### config.mk
export PLATFORM = sky130hd
export DESIGN_NAME = wake_blank_gate
export DESIGN_NICKNAME = d
export VERILOG_FILES = /design/src/rtl/wbg_pkg.sv /design/src/rtl/wbg_settle.sv /design/src/rtl/wbg_window.sv /design/src/rtl/wbg_fault.sv /design/src/rtl/wbg_gate.sv /design/src/rtl/wake_blank_gate.sv
export SDC_FILE = /design/constraint.sdc
export NUM_CORES = 1
export LEC_CHECK = 0
export ABC_AREA = 0
export ABC_CLOCK_PERIOD_IN_PS = 2400
export CORE_ASPECT_RATIO = 1.2
export CORE_UTILIZATION = 45
export CTS_CLUSTER_DIAMETER = 60
export DETAILED_ROUTE_END_ITERATION = 6
export PLACE_DENSITY = 0.77
export SYNTH_ARGS = -nofsm -noshare
export SYNTH_HDL_FRONTEND = slang
export SYNTH_SLANG_ARGS = --single-unit
### constraint.sdc
create_clock -name clk -period 2.4 [get_ports clk]
set_input_delay 0.48 -clock clk [delete_from_list [all_inputs] [get_ports clk]]
set_output_delay 0.48 -clock clk [all_outputs]
set_load 0.1 [all_outputs]
### src/rtl/wbg_pkg.sv
package wbg_pkg;

    typedef struct packed {
        logic sleep;
        logic autosend;
    } wbg_cfg_t;

    localparam wbg_cfg_t WBG_CFG_RESET = '{sleep: 1'b1, autosend: 1'b0};

endpackage

### src/rtl/wbg_settle.sv
module wbg_settle
    import wbg_pkg::*;
#(
    parameter int SETTLE_CYC = 4
) (
    input  logic     clk,
    input  logic     rst_n,
    input  logic     wr_i,
    input  wbg_cfg_t cfg_i,
    output logic     pend_auto_o,
    output wbg_cfg_t act_o,
    output logic     settling_o
);

    localparam int SW = $clog2(SETTLE_CYC + 1);
    localparam logic [SW-1:0] LOAD = SW'(SETTLE_CYC);
    localparam logic [SW-1:0] ONE  = SW'(1);

    typedef struct packed {
        logic [SW-1:0] cnt;
        wbg_cfg_t      pend;
        wbg_cfg_t      act;
    } settle_st_t;

    settle_st_t st_d, st_q;

    always_comb begin
        st_d = st_q;
        if (wr_i) begin
            st_d.pend = cfg_i;
            st_d.cnt  = LOAD;
        end else if (st_q.cnt != '0) begin
            st_d.cnt = st_q.cnt - ONE;
            if (st_q.cnt == ONE) begin
                st_d.act = st_q.pend;
            end
        end
    end

    always_ff @(posedge clk or negedge rst_n) begin
        if (!rst_n) begin
            st_q <= '{cnt: '0, pend: WBG_CFG_RESET, act: WBG_CFG_RESET};
        end else begin
            st_q <= st_d;
        end
    end

    assign pend_auto_o = st_q.pend.autosend;
    assign act_o       = st_q.act;
    assign settling_o  = (st_q.cnt != '0);

endmodule

### src/rtl/wbg_window.sv
module wbg_window #(
    parameter int WAKE_LEN = 128,
    parameter int CLR_LEN  = 128,
    parameter int CW       = 8
) (
    input  logic clk,
    input  logic rst_n,
    input  logic wake_ev_i,
    input  logic clr_ev_i,
    output logic blanking_o,
    output logic wake_win_o
);

    localparam logic [CW-1:0] WAKE_L = CW'(WAKE_LEN);
    localparam logic [CW-1:0] CLR_L  = CW'(CLR_LEN);
    localparam logic [CW-1:0] ONE    = CW'(1);

    typedef struct packed {
        logic [CW-1:0] cnt;
        logic          wake;
    } win_st_t;

    win_st_t st_d, st_q;
    logic [CW-1:0] dec;
    logic [CW-1:0] req;

    always_comb begin
        st_d = st_q;
        dec  = (st_q.cnt != '0) ? (st_q.cnt - ONE) : '0;
        req  = '0;
        if (wake_ev_i) begin
            req = WAKE_L;
        end
        if (clr_ev_i && (CLR_L > req)) begin
            req = CLR_L;
        end
        st_d.cnt = (req > dec) ? req : dec;
        if (wake_ev_i) begin
            st_d.wake = 1'b1;
        end else if (st_d.cnt == '0) begin
            st_d.wake = 1'b0;
        end
    end

    always_ff @(posedge clk or negedge rst_n) begin
        if (!rst_n) begin
            st_q <= '0;
        end else begin
            st_q <= st_d;
        end
    end

    assign blanking_o = (st_q.cnt != '0);
    assign wake_win_o = st_q.wake && (st_q.cnt != '0);

endmodule

### src/rtl/wbg_fault.sv
module wbg_fault #(
    parameter int NF = 4
) (
    input  logic          clk,
    input  logic          rst_n,
    input  logic [NF-1:0] fault_i,
    input  logic          blanking_i,
    input  logic          rd_i,
    output logic [NF-1:0] latched_o,
    output logic          clr_ev_o
);

    typedef struct packed {
        logic [NF-1:0] flt;
    } flt_st_t;

    flt_st_t st_d, st_q;
    logic    clr;

    always_comb begin
        st_d = st_q;
        clr  = rd_i && (st_q.flt != '0);
        if (clr) begin
            st_d.flt = '0;
        end else if (!blanking_i) begin
            st_d.flt = st_q.flt | fault_i;
        end
    end

    always_ff @(posedge clk or negedge rst_n) begin
        if (!rst_n) begin
            st_q <= '0;
        end else begin
            st_q <= st_d;
        end
    end

    assign latched_o = st_q.flt;
    assign clr_ev_o  = clr;

endmodule

### src/rtl/wbg_gate.sv
module wbg_gate (
    input  logic clk,
    input  logic rst_n,
    input  logic start_i,
    input  logic buf_i,
    input  logic wake_win_i,
    input  logic autosend_i,
    input  logic rd_i,
    output logic start_o,
    output logic buf_o,
    output logic rejected_o
);

    typedef struct packed {
        logic rej;
    } gate_st_t;

    gate_st_t st_d, st_q;
    logic     block_start;
    logic     block_buf;
    logic     refuse;

    always_comb begin
        st_d        = st_q;
        block_start = wake_win_i;
        block_buf   = wake_win_i && autosend_i;
        refuse      = (start_i && block_start) || (buf_i && block_buf);
        if (refuse) begin
            st_d.rej = 1'b1;
        end else if (rd_i) begin
            st_d.rej = 1'b0;
        end
    end

    always_ff @(posedge clk or negedge rst_n) begin
        if (!rst_n) begin
            st_q <= '0;
        end else begin
            st_q <= st_d;
        end
    end

    assign start_o    = start_i && !block_start;
    assign buf_o      = buf_i && !block_buf;
    assign rejected_o = st_q.rej;

endmodule

### src/rtl/wake_blank_gate.sv
module wake_blank_gate
    import wbg_pkg::*;
#(
    parameter int SETTLE_CYC = 4,
    parameter int WAKE_EXTRA = 124,
    parameter int CLR_TOTAL  = 128,
    parameter int NFAULT     = 4
) (
    input  logic              clk,
    input  logic              rst_n,
    input  logic              cfg_wr_i,
    input  logic              cfg_sleep_i,
    input  logic              cfg_autosend_i,
    input  logic              buf1_wr_i,
    input  logic              start_tx_i,
    input  logic              stat_rd_i,
    input  logic [NFAULT-1:0] fault_i,
    output logic              sleep_o,
    output logic              autosend_o,
    output logic              buf1_wr_o,
    output logic              start_tx_o,
    output logic [NFAULT-1:0] fault_o,
    output logic              rejected_o,
    output logic              blanking_o,
    output logic              busy_o
);

    localparam int WAKE_LEN = SETTLE_CYC + WAKE_EXTRA;
    localparam int MAX_LEN  = (WAKE_LEN > CLR_TOTAL) ? WAKE_LEN : CLR_TOTAL;
    localparam int CW       = $clog2(MAX_LEN + 1);

    wbg_cfg_t wr_cfg;
    wbg_cfg_t act_cfg;
    logic     pend_auto;
    logic     settling;
    logic     wake_ev;
    logic     clr_ev;
    logic     wake_win;
    logic     blanking;

    assign wr_cfg  = '{sleep: cfg_sleep_i, autosend: cfg_autosend_i};
    assign wake_ev = cfg_wr_i && !cfg_sleep_i;

    wbg_settle #(.SETTLE_CYC(SETTLE_CYC)) u_settle (
        .clk        (clk),
        .rst_n      (rst_n),
        .wr_i       (cfg_wr_i),
        .cfg_i      (wr_cfg),
        .pend_auto_o(pend_auto),
        .act_o      (act_cfg),
        .settling_o (settling)
    );

    wbg_window #(.WAKE_LEN(WAKE_LEN), .CLR_LEN(CLR_TOTAL), .CW(CW)) u_window (
        .clk       (clk),
        .rst_n     (rst_n),
        .wake_ev_i (wake_ev),
        .clr_ev_i  (clr_ev),
        .blanking_o(blanking),
        .wake_win_o(wake_win)
    );

    wbg_fault #(.NF(NFAULT)) u_fault (
        .clk       (clk),
        .rst_n     (rst_n),
        .fault_i   (fault_i),
        .blanking_i(blanking),
        .rd_i      (stat_rd_i),
        .latched_o (fault_o),
        .clr_ev_o  (clr_ev)
    );

    wbg_gate u_gate (
        .clk       (clk),
        .rst_n     (rst_n),
        .start_i   (start_tx_i),
        .buf_i     (buf1_wr_i),
        .wake_win_i(wake_win),
        .autosend_i(pend_auto),
        .rd_i      (stat_rd_i),
        .start_o   (start_tx_o),
        .buf_o     (buf1_wr_o),
        .rejected_o(rejected_o)
    );

    assign sleep_o    = act_cfg.sleep;
    assign autosend_o = act_cfg.autosend;
    assign blanking_o = blanking;
    assign busy_o     = settling || blanking;

endmodule

==> flow_metrics.env, run 1 <==
export IMPL_outcome="complete, but fails checks"
export IMPL_failed_checks="negative setup slack"
export IMPL_cts_root_buf="clkbuf_4"
export IMPL_rsz0062_at_grt="true"
export IMPL_clk_pin_slew_ps=110
export IMPL_antennaDiodeCount=0
export IMPL_cts_made_buffers=3
export IMPL_die_area_mm2=0.00271
export IMPL_tightest_slew_ps=566
export IMPL_placementRows=19
export IMPL_dpl_hpwl_um=1920
export IMPL_ant_nets=0
export IMPL_r2r_slack_ps=-110
export IMPL_worstPathArrival_ps=2690
export IMPL_ctsHtreeMaxLevel=1
export IMPL_slew_headroom_pct=61.7
export IMPL_critPathMaxFanout=3
export IMPL_ys_seq_area_share_pct=46.9
export IMPL_drt_initial_drc_count=18
export IMPL_setup_tns_final_ps=-663
export IMPL_cts_sinks=21
export IMPL_place_congestion=0.747
export IMPL_vias=1025
export IMPL_clock_latency_ps=290
export IMPL_reg2reg_depth=8
export IMPL_cp_start_kind="register"
export IMPL_grt_total_usage_pct=22.5
export IMPL_rr_endpoint="u_window.st_q[3]$_DFF_PN0_"
export IMPL_synth_fp_nets=125
export IMPL_drt_pass1_iterations=4
export IMPL_ys_types=35
export IMPL_final_common_cell="buf_4"
export IMPL_crit_path_end_kind="register"
export IMPL_netlist_area_leader_share_pct=42.2
export IMPL_wire_per_inst_um=14.3
export IMPL_grt_pass1_vias=1020
export IMPL_viasPerCell=5.34
export IMPL_crit_required_ps=2580
export IMPL_final_max_slew_viol_count=0
export IMPL_yosys_top_cells_area="dfrtp_1 (42%), ha_1 (5.6%), dfstp_2 (4.7%)"
export IMPL_antenna_found_initial=0
export IMPL_grt_pass1_wl_um=4430
export IMPL_synth_top_area_cell="dfrtp_1"
export IMPL_finalHoldViolCount=0
export IMPL_avgSynthCellArea_um2=10.4
export IMPL_layout_drive_gt1_share_pct=44.7
export IMPL_final_nets=179
export IMPL_period_minus_slack_ps=2510
export IMPL_fin_ws_ps=-111
export IMPL_peakVddDrop_uv=1090
export IMPL_yosys_warnings=0
export IMPL_total_power_mw=0.912
export IMPL_grt_max_degree=22
export IMPL_r2r_start="u_window.st_q[1]$_DFF_PN0_"
export IMPL_min_period_over_period_pct=105
export IMPL_syn_inst=108
export IMPL_wl_um=2760
export IMPL_max_clock_path_buffers=2
export IMPL_die_height_um=56.8
export IMPL_setup_viol=9
export IMPL_cts_tree="done"
export IMPL_hold_buffers=0
export IMPL_fmax_mhz=398
export IMPL_mostFrequentLayoutCells="buf_4 (30), dfrtp_1 (19), clkdlybuf4s50_1 (11)"
export IMPL_io_buffers=22
export IMPL_hold_class="input pin to asynchronous set/reset pin"
export IMPL_drcViolationCount=0
export IMPL_syn_area_mm2=0.00113
export IMPL_maxCapViolations=0
export IMPL_skew_ps=2.38
export IMPL_overflow=0
export IMPL_leakagePower_nw=0.778
export IMPL_start_util_pct=48.3
export IMPL_critPathKind="register to register"
export IMPL_ios=23
export IMPL_area_growth_pct=56.3
export IMPL_fp_dieW_um=47.7
export IMPL_p_per_area_mw_per_mm2=518
export IMPL_coreArea_mm2=0.00233
export IMPL_ys_seq_elements=21
[worst max-delay path: stages (launching register included)]
cell and delay [ps]:
dfrtp_1 410, or4_4 540, or4_4 430, mux2_4 330, inv_4 60, ha_4 190, o21a_1 130, a21boi_2 230
nor3_1 70
[layout make-up]
cell class	instances	area [um2]
flip-flops and latches	21	528
well taps	31	38.8
repair buffers	50	472
inverters	8	41.3
fillers	160	569
multi-input cells	78	654
clock buffers	4	26.3
[kinds of logic after synthesis]
logic type	synth area share (%)
xor+xnor	2.33
flops	46.9
buf+inv	3.00
compound gates	17.4
simple gates	18.6
fa+ha+maj	5.56
mux	6.22
[cells in the mapped netlist, drive strengths merged]
cell     number
dfrtp        19
a21oi        10
nor2          9
inv           8
nor3          6
ha            5
mux2          5
nand2b        5
o21ai         5
a211oi        3
nand2         3
xnor2         3
and2          2
dfstp         2
nor4b         2
or2           2
or4           2
a2111o        1
a21boi        1
a31oi         1
and4b         1
clkbuf        1
mux2i         1
nand4bb       1
nor4          1
o211a         1
o211ai        1
o21a          1
o21bai        1
o22ai         1
o31ai         1
o41a          1
o41ai         1
or3b          1
[where the power goes]
part	internal, mW	total (mW)	switching, mW
sequential	0.401	0.433	0.0322
clock	0.0646	0.160	0.0957
combinational	0.105	0.319	0.215
total	0.570	0.912	0.342
[flip-flops by register name (all words and copies together) (netlist names)]
register and cells:
u_settle.st_q 4, u_gate.rejected_o 1, u_window.st_q 9, u_fault.latched_o 4, u_settle.act_o 2, u_settle.pend_auto_o 1
[what timing repair did]
action                                  in CTS  in global routing
endpoints found under the setup margin       9                 10
pin swaps                                    3                  2
endpoints found under the hold margin        0                  0
gates resized for setup                      9                  4
buffers inserted                            14                  2
[through the flow]
stage                     instances  setup WS [ps]  util, %  cell area (um2)  hold WS, ps
after floorplan                 108           -467        -             1210          184
after global placement          173          -18.1     67.6             1570          500
after detailed placement        173          -80.9     67.6             1570          504
after CTS                       191           -107     74.4             1730          518
after global routing            192           -191     75.6             1760          537
final                           192           -111     75.6             1760          512
[per-layer routing]
layer / up-vias / global-route usage, % / routed length [um]
met5: - / 0 / 0
met4: 0 / 5.56 / 6
met3: 2 / 2.57 / 71
met2: 20 / 39.7 / 1520
met1: 503 / 27.9 / 1160
li1: 500 / - / -
[worst max path at each step]
stage                                   endpoint  depth (start not counted)                       start
floorplan                              buf1_wr_o                          7  u_window.st_q[1]$_DFF_PN0_
global placement    u_window.st_q[0]$_DFFE_PN0P_                          8  u_window.st_q[1]$_DFF_PN0_
detailed placement  u_window.st_q[0]$_DFFE_PN0P_                          8  u_window.st_q[1]$_DFF_PN0_
CTS                 u_window.st_q[0]$_DFFE_PN0P_                          8  u_window.st_q[1]$_DFF_PN0_
global route                           buf1_wr_o                          9  u_window.st_q[2]$_DFF_PN0_
finish                u_window.st_q[3]$_DFF_PN0_                          8  u_window.st_q[1]$_DFF_PN0_
Note: power is estimated with default switching activity, not from simulation.
==> inputs of run 2 (changes only) <==
--- a/config.mk
+++ b/config.mk
@@ -7,10 +7,11 @@
 export LEC_CHECK = 0
 export ABC_AREA = 0
 export ABC_CLOCK_PERIOD_IN_PS = 2400
+export CAP_MARGIN = 15
 export CORE_ASPECT_RATIO = 1.2
 export CORE_UTILIZATION = 45
-export CTS_CLUSTER_DIAMETER = 60
 export DETAILED_ROUTE_END_ITERATION = 6
+export MAX_ROUTING_LAYER = met4
 export PLACE_DENSITY = 0.77
 export SYNTH_ARGS = -nofsm -noshare
 export SYNTH_HDL_FRONTEND = slang
==> run 2 against run 1 <==
- the run still ends with negative setup slack left
- design area unchanged
- register-to-register slack hardly changed
- clock skew grew 0.64 ps
- clock power hardly changed
- power is essentially flat
- via count is 1.1% lower
- die area unchanged
- core utilization stayed put
- non-clock buffer count stayed put
- clock-buffer cell count unchanged
- combinational power barely moved
- setup slack improved by 2.1 ps
- largest cell class unchanged
- largest power group unchanged
==> flow_metrics.env, run 2 (synthesis gave the netlist of run 1 again) <==
export IMPL_cts_root_buf="clkbuf_4"
export IMPL_worstPathArrival_ps=2690
export IMPL_clk_pin_slew_ps=110
export IMPL_failed_checks="negative setup slack"
export IMPL_drcViolationCount=0
export IMPL_critPathKind="register to register"
export IMPL_peakVddDrop_uv=1090
export IMPL_period_minus_slack_ps=2510
export IMPL_slew_headroom_pct=61.8
export IMPL_cp_slowest_stage_delay_ps=540
export IMPL_timing_critical_path_buf_inv=1
export IMPL_dpl_cell_area_mm2=0.00157
export IMPL_area_growth_pct=56.3
export IMPL_cts_tree="done"
export IMPL_tightest_slew_ps=565
export IMPL_critPathMaxFanout=3
export IMPL_coreArea_mm2=0.00233
export IMPL_ctsHtreeMaxLevel=1
export IMPL_p_per_area_mw_per_mm2=519
export IMPL_grt_pass1_vias=1022
export IMPL_setup_viol=9
export IMPL_crit_family="simple AND/OR/NAND/NOR gates"
export IMPL_worst_hold_slack_ps=512
export IMPL_ant_nets=0
export IMPL_vias=1014
export IMPL_final_max_slew_viol_count=0
export IMPL_dpl_hpwl_um=1920
export IMPL_hold_class="input pin to asynchronous set/reset pin"
export IMPL_drt_pass1_iterations=4
export IMPL_place_congestion=0.757
export IMPL_crit_required_ps=2590
export IMPL_cp_common_cell="or4_4"
export IMPL_antennaDiodeCount=0
export IMPL_finalHoldViolCount=0
export IMPL_drt_initial_drc_count=16
export IMPL_viasPerCell=5.28
export IMPL_cts_sinks=21
export IMPL_skew_ps=3.02
export IMPL_largest_register_ffs=9
export IMPL_max_clock_path_buffers=2
export IMPL_cts_made_buffers=3
export IMPL_min_period_over_period_pct=105
export IMPL_die_height_um=56.8
export IMPL_regMostFlops="u_window.st_q"
export IMPL_io_buffers=22
export IMPL_layout_drive_gt1_share_pct=44.7
export IMPL_total_power_mw=0.913
export IMPL_leakagePower_nw=0.778
export IMPL_crit_path_end_kind="register"
export IMPL_wl_um=2760
export IMPL_critPathSlowestCell="or4_4"
export IMPL_start_util_pct=48.3
export IMPL_antenna_found_initial=0
export IMPL_mostFrequentLayoutCells="buf_4 (30), dfrtp_1 (19), clkdlybuf4s50_1 (11)"
export IMPL_rsz0062_at_grt="true"
export IMPL_maxCapViolations=0
export IMPL_overflow=0
export IMPL_clock_latency_ps=290
export IMPL_wire_per_inst_um=14.4
export IMPL_fp_dieW_um=47.7
export IMPL_crit_chain="or4_4 > or4_4 > mux2_4 > inv_4 > ha_4 > o21a_1 > a21boi_2 > nor3_1"
export IMPL_grt_pass1_wl_um=4420
export IMPL_cp_start_kind="register"
export IMPL_final_common_cell="buf_4"
export IMPL_fin_area_mm2=0.00176
export IMPL_die_area_mm2=0.00271
export IMPL_outcome="complete, but fails checks"
export IMPL_final_nets=179
export IMPL_grt_total_usage_pct=23.1
export IMPL_ios=23
export IMPL_fin_ws_ps=-108
export IMPL_fmax_mhz=399
export IMPL_placementRows=19
export IMPL_grt_max_degree=22
export IMPL_pre_cts_ws_ps=-80.9
run 2: cell counts in the layout (fill, tap and decap cells not counted):
Identical to the previous run, type by type.
run 2: routing by layer:
layer / GRT usage (%) / share of wire [%] / routed length, um
met5: - / 0 / 0
met4: 5.56 / 0.22 / 6
met3: 2.25 / 2.1 / 58
met2: 39.7 / 55 / 1520
met1: 28.1 / 43 / 1180
run 2: layout make-up:
| class | count | area (um2) |
|---|---|---|
| clock buffers | 4 | 26.3 |
| fillers | 160 | 569 |
| inverters | 8 | 41.3 |
| multi-input cells | 78 | 654 |
| flip-flops and latches | 21 | 528 |
| well taps | 31 | 38.8 |
| repair buffers | 50 | 472 |
run 2: metrics by stage:
stage	std cells	util, %	TNS [ps]
6_report	192	75.6	-675
5_1_grt	192	75.6	-1360
4_1_cts	191	74.4	-579
3_5_place_dp	173	67.6	-239
3_3_place_gp	173	67.6	-29.4
2_1_floorplan	108	-	-1240
run 2: where the power goes:
group          leakage (nW)  internal, mW  total, mW  switching [mW]
registers             0.243         0.401      0.433          0.0322
logic                 0.521         0.105      0.319           0.215
clock network        0.0150        0.0646      0.161          0.0963
run 2: worst paths after layout:
path | end | startpoint | slack, ps | cells past startpoint
min in group clk | u_settle.act_o[0]$_DFFE_PN0P_ | u_settle.act_o[0]$_DFFE_PN0P_ | 540 | 1
max reg2reg | u_window.st_q[3]$_DFF_PN0_ | u_window.st_q[1]$_DFF_PN0_ | -110 | 8
min reg2reg | u_settle.act_o[0]$_DFFE_PN0P_ | u_settle.act_o[0]$_DFFE_PN0P_ | 540 | 1
max in group asynchronous | u_settle.act_o[1]$_DFFE_PN1P_ | rst_n | 1610 | 2
min | u_fault.latched_o[1]$_DFFE_PN0P_ | rst_n | 510 | 2
max | u_window.st_q[3]$_DFF_PN0_ | u_window.st_q[1]$_DFF_PN0_ | -110 | 8
run 2: worst register-to-register path, stage by stage, from the launching register on:
cell and delay, ps:
dfrtp_1 410, or4_4 540, or4_4 430, mux2_4 330
inv_4 60, ha_4 190, o21a_1 130, a21boi_2 230
nor3_1 70
run 2: repair_timing:
action / CTS / global route
hold buffers: 0 / 0
setup endpoints to repair: 9 / 10
setup buffers: 14 / 2
gates resized for setup: 9 / 4
pin swaps: 3 / 2
